## src/rtl/nibble_pkg.sv

```systemverilog
package nibble_pkg;
    localparam int unsigned WORD_W = 4;
    localparam int unsigned CODE_W = 2;
    localparam int unsigned NUM_FN = 1 << CODE_W;

    typedef enum logic [CODE_W-1:0] {
        FN_HALF_SUM = 2'd0,
        FN_ODD      = 2'd1,
        FN_QUARTER  = 2'd2,
        FN_NEGATE   = 2'd3
    } fn_code_e;
endpackage

```

## src/rtl/nibble_add_cell.sv

```systemverilog
module nibble_add_cell (
    input  logic a_i,
    input  logic b_i,
    input  logic c_i,
    output logic s_o,
    output logic c_o
);
    logic p_d;
    always_comb begin
        p_d = a_i ^ b_i;
        s_o = p_d ^ c_i;
        c_o = (a_i & b_i) | (p_d & c_i);
    end
endmodule

```

## src/rtl/nibble_half_sum.sv

```systemverilog
module nibble_half_sum #(
    parameter int unsigned W = 4
) (
    input  logic [W-1:0] word_i,
    output logic [W-1:0] sum_o
);
    localparam int unsigned HW = W / 2;

    logic [HW:0]   carry_d;
    logic [HW-1:0] bits_d;

    assign carry_d[0] = 1'b0;

    for (genvar k = 0; k < HW; k++) begin : g_cell
        nibble_add_cell i_cell (
            .a_i (word_i[HW+k]),
            .b_i (word_i[k]),
            .c_i (carry_d[k]),
            .s_o (bits_d[k]),
            .c_o (carry_d[k+1])
        );
    end

    always_comb begin
        sum_o = '0;
        sum_o[HW:0] = {carry_d[HW], bits_d};
    end
endmodule

```

## src/rtl/nibble_unary_fns.sv

```systemverilog
module nibble_unary_fns #(
    parameter int unsigned W     = 4,
    parameter int unsigned SHIFT = 2
) (
    input  logic [W-1:0] word_i,
    output logic [W-1:0] odd_o,
    output logic [W-1:0] quarter_o,
    output logic [W-1:0] negate_o
);
    always_comb begin
        odd_o     = '0;
        odd_o[0]  = word_i[0];
        quarter_o = '0;
        quarter_o[W-SHIFT-1:0] = word_i[W-1:SHIFT];
        negate_o  = (~word_i) + {{(W-1){1'b0}}, 1'b1};
    end
endmodule

```

## src/rtl/nibble_mux.sv

```systemverilog
module nibble_mux #(
    parameter int unsigned W  = 4,
    parameter int unsigned SW = 2
) (
    input  logic [(1<<SW)-1:0][W-1:0] cand_i,
    input  logic [SW-1:0]             sel_i,
    output logic [W-1:0]              pick_o
);
    always_comb begin
        pick_o = cand_i[sel_i];
    end
endmodule

```

## src/rtl/nibble_func_unit.sv

```systemverilog
module nibble_func_unit
    import nibble_pkg::*;
(
    input  logic [WORD_W-1:0] data_i,
    input  logic [CODE_W-1:0] sel_i,
    output logic [WORD_W-1:0] result_o
);
    logic [NUM_FN-1:0][WORD_W-1:0] cand_d;

    nibble_half_sum #(.W(WORD_W)) i_half_sum (
        .word_i (data_i),
        .sum_o  (cand_d[FN_HALF_SUM])
    );

    nibble_unary_fns #(.W(WORD_W), .SHIFT(2)) i_unary (
        .word_i    (data_i),
        .odd_o     (cand_d[FN_ODD]),
        .quarter_o (cand_d[FN_QUARTER]),
        .negate_o  (cand_d[FN_NEGATE])
    );

    nibble_mux #(.W(WORD_W), .SW(CODE_W)) i_mux (
        .cand_i (cand_d),
        .sel_i  (sel_i),
        .pick_o (result_o)
    );
endmodule

```

## config.mk

```make
export PLATFORM = sky130hd
export DESIGN_NAME = nibble_func_unit
export DESIGN_NICKNAME = d
export VERILOG_FILES = /design/src/rtl/nibble_pkg.sv /design/src/rtl/nibble_add_cell.sv /design/src/rtl/nibble_half_sum.sv /design/src/rtl/nibble_unary_fns.sv /design/src/rtl/nibble_mux.sv /design/src/rtl/nibble_func_unit.sv
export SDC_FILE = /design/constraint.sdc
export NUM_CORES = 1
export LEC_CHECK = 0
export ABC_AREA = 1
export BUFFER_PORTS_ARGS = -buffer_cell sky130_fd_sc_hd__buf_2
export CAP_MARGIN = 15
export CORE_AREA = 4 4 41 43
export DETAILED_ROUTE_END_ITERATION = 16
export DIE_AREA = 0 0 45 47
export PLACE_DENSITY = 0.35
export SLEW_MARGIN = 0
export SYNTH_ARGS = -nofsm -noshare
export SYNTH_HDL_FRONTEND = slang
export SYNTH_SLANG_ARGS = --single-unit
```

## constraint.sdc

```tcl
create_clock -name vclk -period 1.45
set_input_delay 0.29 -clock vclk [all_inputs]
set_output_delay 0.29 -clock vclk [all_outputs]
set_load 0.005 [all_outputs]
```

Yosys cells after proc, flatten, opt, wreduce, memory -nomap -nowiden
Cells that the tools add are included.
- register bits: 0
- bits in latches: 0
- RAM bits: 0
- memory bits (read-only): 0
- input port bits: 6
- output and inout port bits: 4
- word-level logic and storage cells: 12
- memories: 0
- $add $sub $neg: 1
- multipliers: 0
- div/mod/pow operators: 0
- $lt $le $gt $ge: 1
- equality and inequality tests: 0
- shifts and indexed selects: 0
- muxes and demuxes: 2
- bitwise operators: 8
- reductions and logical operators: 0
- operators by type and width (cell ; count):
    4-bit binary-select mux with 2-bit select ; 1
    4-bit by 1-bit adder with 4-bit output, second input constant ; 1
    4-bit two-way mux ; 1
    4-bit NOT ; 1
    1-bit bitwise AND ; 3
    2-bit by 3-bit < comparator with 1-bit output, second input constant ; 1
    1-bit XOR ; 3
    1-bit bitwise OR ; 1

Depth between registers and ports, before layout
- depth in word-level cells: 5
- depth in mapped cells: 6
- gate-level depth less buffers: 6

By module
Synthesis repeated with hierarchy kept, for this count alone.
- cell total of the unflattened synthesis: 72
- area total of the unflattened synthesis: 381.6 um^2
- by module, submodules not included (module ; times used ; cells each ; area each (um^2) ; seq. area each (um^2)):
    nibble_mux ; 1 ; 47 ; 196.4 ; 0.0
    nibble_unary_fns ; 1 ; 20 ; 126.4 ; 0.0
    nibble_add_cell ; 2 ; 1 ; 20.0 ; 0.0
    nibble_half_sum ; 1 ; 3 ; 18.8 ; 0.0

Least setup slack after synthesis
OpenSTA, ideal clock, no wires.
- path kind: input -> output
- start point: input data_i[0]
- end point: output result_o[1]
- arrival: 1077 ps
- required time: 1160 ps
- setup slack: 83 ps
- stages: 4
- path buffers: 0
- path through: ha_1 -> inv_1 -> fa_1 -> o21ai_2
- cells in the longest elaborated chain, start to end: 4
- elaborated cells between the ends (all ways): 6
- classes of those cells: add/sub: 1; mux: 2; bitwise: 3
- ends and longest elaborated chain (item ; line ; source):
    start, declared ; nibble_func_unit.sv:4 ; input logic [WORD_W-1:0] data_i,
    4-bit NOT or 1-bit bitwise AND (tied branches) ; nibble_unary_fns.sv:15, nibble_add_cell.sv:12 ;
    4-bit by 1-bit adder with 4-bit output or 1-bit XOR (tied branches) ; nibble_unary_fns.sv:15, nibble_add_cell.sv:11 ;
    4-bit binary-select mux with 2-bit select (*) ; nibble_mux.sv:10 ; pick_o = cand_i[sel_i];
    4-bit two-way mux (not written as such) (*) ; nibble_mux.sv:10 ;
    end, declared ; nibble_func_unit.sv:6 ; output logic [WORD_W-1:0] result_o
Mark *: on every way between the ends. The rest lies on a longest branch, timed or not. The select of a mux whose other input is x is not followed.

Worst setup path after layout
- start point: input data_i[2]
- end point: output result_o[1]
- cells in the longest elaborated chain, start to end: 4
- ends and longest elaborated chain (item ; line ; source):
    1-bit bitwise AND ; nibble_add_cell.sv:12 ; c_o = (a_i & b_i) | (p_d & c_i);
    1-bit XOR ; nibble_add_cell.sv:11 ; s_o = p_d ^ c_i;
    4-bit binary-select mux with 2-bit select ; nibble_mux.sv:10 ;
    4-bit two-way mux (not written as such) ; nibble_mux.sv:10 ;
No other way between the ends. The select of a mux whose other input is x is not followed.

==> summary.md <==
| Metric | Value |
|---|---|
| Outcome | finished with violations |
| Failing checks | setup timing |
| Critical Path AT | ~1.2 ns |
| Pre-CTS setup slack | -0.174 ns |
| Hold Path Depth | 4 |
| Hold path start | sel_i[0] |
| Overall global routing resource usage | 0.0425 |
| Core Footprint | around 1300 um2 |
| Layout clock buffers | 0 |
| Via/cell ratio | around 3.5 |
| N_diodes | 0 |
| Synth warn | 0 |
| Grt ovf | 0 |
| Synth Area in Adders | 0.259 |
| Simple-Gate Fraction of Synth Area | 0.374 |
| Most common cell after layout, fill and taps aside | nand2_1 |
| Mapped Avg Cell Area | about 5.6 um2 |
| IO buf count | 10 |
| PwrDens | between 200 and 300 nW/um2 |
| Share of cells above drive strength 1 | 0.455 |
| Leakage | roughly 0.16 nW |
| Final worst slack | -0.0769 ns |
| Critical Path, Cell by Cell | buf_8 -> ha_4 -> inv_2 -> fa_1 -> o21ai_2 -> buf_2 |
| Final setup viols | 1 |
| Die area | roughly 2100 um2 |
| Synthesized net count | 40 |
| Largest family of logic cells by synthesized area | simple AND/OR/NAND/NOR gates |
| Initial antenna violation count | 0 |
| Yosys cell types | 12 |
| Routed len/inst | around 7.6 um |
| Min Tclk post-route | 1.53 ns |
| IO Count | 10 |
| Routed Wire Length | around 450 um |
| Type of element capturing the critical path | output pin |
| WHS Endpoint | result_o[0] |
| Maxcap violations | 0 |
| Compound-gate portion of the synthesized area | 0.173 |
| Worst vdd ir | around 57 uV |
| FF/Latch Area | 0 um2 |
| First-pass GRT wire length | 710 um |
| Critical Path Fanout Max | 2 |
| Largest net degree at the start of global routing | 6 |
| Mux share of post-synthesis cell area | 0 |
| Commonest cells after routing, fill and taps aside | nand2_1 (9), buf_2 (8), inv_1 (5) |
| Fin cells | 59 |
| Max Slew Vio Count | 0 |
| Startpoint class of the critical path | input port |
| Mapped Area | approximately 170 um2 |
| Final Hold Viols | 0 |
| Seq/Total Area, Yosys | 0 |
| Achievable Freq | roughly 650 MHz |
| Worst-Margin Slew | 0.141 ns |
| Total power | ~0.000079 W |
| Drt pass-1 iters | 2 |
| Routed via count | 205 |
| XOR/XNOR Fraction of Synth Area | 0 |
| HP Class | input port to output pin |
| Iter 0 DRT Violations | 6 |
| DP Cell Count | 59 |
| Total number of sequential cells | 0 |
| RePlAce Congestion | a little under 0.7 |
| Initial Utilization | 0.134 |
| Remaining DRCs | 0 |
| Vias in the first global route | between 150 and 200 |
| Gate Count Post-Synth | 31 |
| Slowest-stage cell, CP | fa_1 |
| Area Growth Syn to Fin | 69.1% |
| HPWL Detailed | approximately 420 um |
| Die W | 45 um |
| Routed Antenna Nets | 0 |
| Critical path class | input port to output pin |
| Die span in y | ~47 um |
| Final period util | 1.05 |
| Crit path largest cell delay | ~0.42 ns |
| Slew headroom | 0.906 |
| FP Rows | 13 |
| NumNets Final | 55 |
| CP Data Required Time | between 1 and 1.5 ns |
| Postcts setup bufs | 0 |
| RSZ-0062 raised after global routing | true |
-- layer usage --
layer | up-vias | GRT usage | routed length, um
li1 | 120 | - | -
met1 | 79 | 0.0563 | 220
met2 | 6 | 0.0763 | 186
met3 | 0 | 0.00766 | 43
met4 | 0 | 0 | 0
met5 | - | 0 | 0
-- synth_stat cells --
| cell type | instances | share of area |
|---|---|---|
| clkinv_1 | 1 | 0.022 |
| or2_4 | 1 | 0.050 |
| nand2_1 | 9 | 0.19 |
| ha_1 | 2 | 0.14 |
| inv_1 | 6 | 0.13 |
| nor2_1 | 2 | 0.043 |
| a21oi_1 | 1 | 0.029 |
| o21ai_2 | 2 | 0.10 |
| inv_2 | 2 | 0.043 |
| fa_1 | 1 | 0.12 |
| o211ai_1 | 1 | 0.043 |
| nand3_1 | 3 | 0.086 |
-- through the flow --
stage	area (um2)	utilization	TNS, ns	hold WS, ns
finish	294	0.226	-0.0769	0.907
global placement	265	0.204	-0.217	0.917
CTS	294	0.226	-0.108	0.915
detailed placement	265	0.204	-0.219	0.913
floorplan	174	-	0	0.669
global route	294	0.226	-0.127	0.931
-- report_power, final --
| group | switching (W) | leakage, nW | total [W] | internal (W) |
|---|---|---|---|---|
| clock | 0 | 0 | 0 | 0 |
| combinational | 0.0000378 | 0.163 | 0.0000792 | 0.0000414 |
| sequential | 0 | 0 | 0 | 0 |
| total | 0.0000378 | 0.163 | 0.0000792 | 0.0000414 |
-- critical path, delay by kind of cell --
family	cells	cell delay (ns)
compound gates	1	0.11
buf+inv	3	0.27
fa+ha+maj	2	0.56
-- cell type report --
cell class | instances | area, um2
Fill cell | 154 | 1010
Multi-Input combinational cell | 22 | 153
Timing Repair Buffer | 13 | 88.8
Inverter | 9 | 33.8
Tap cell | 15 | 18.8
-- repair_timing --
item,CTS,global route
hold endpoints to repair,0,0
hold buffers,0,0
resized for setup,8,0
pin swaps,3,1
setup endpoints to repair,2,2
-- cell families (layout without fill, tap and decap cells) --
group	after synthesis	after routing
AO/OA/AOI/OAI	4	4
adder cells (fa/ha/maj)	3	3
buffers and inverters	9	22
AND/OR/NAND/NOR	15	15
-- worst max-delay path by stage --
stage	start	to	slack, ns
final	data_i[2]	result_o[1]	-0.08
after global routing	data_i[2]	result_o[1]	-0.11
after CTS	data_i[2]	result_o[1]	-0.1
after detailed placement	data_i[0]	result_o[1]	-0.17
after global placement	data_i[0]	result_o[1]	-0.18
after floorplan	data_i[0]	result_o[1]	0.08
No activity file was read; power rests on OpenSTA's default activity.
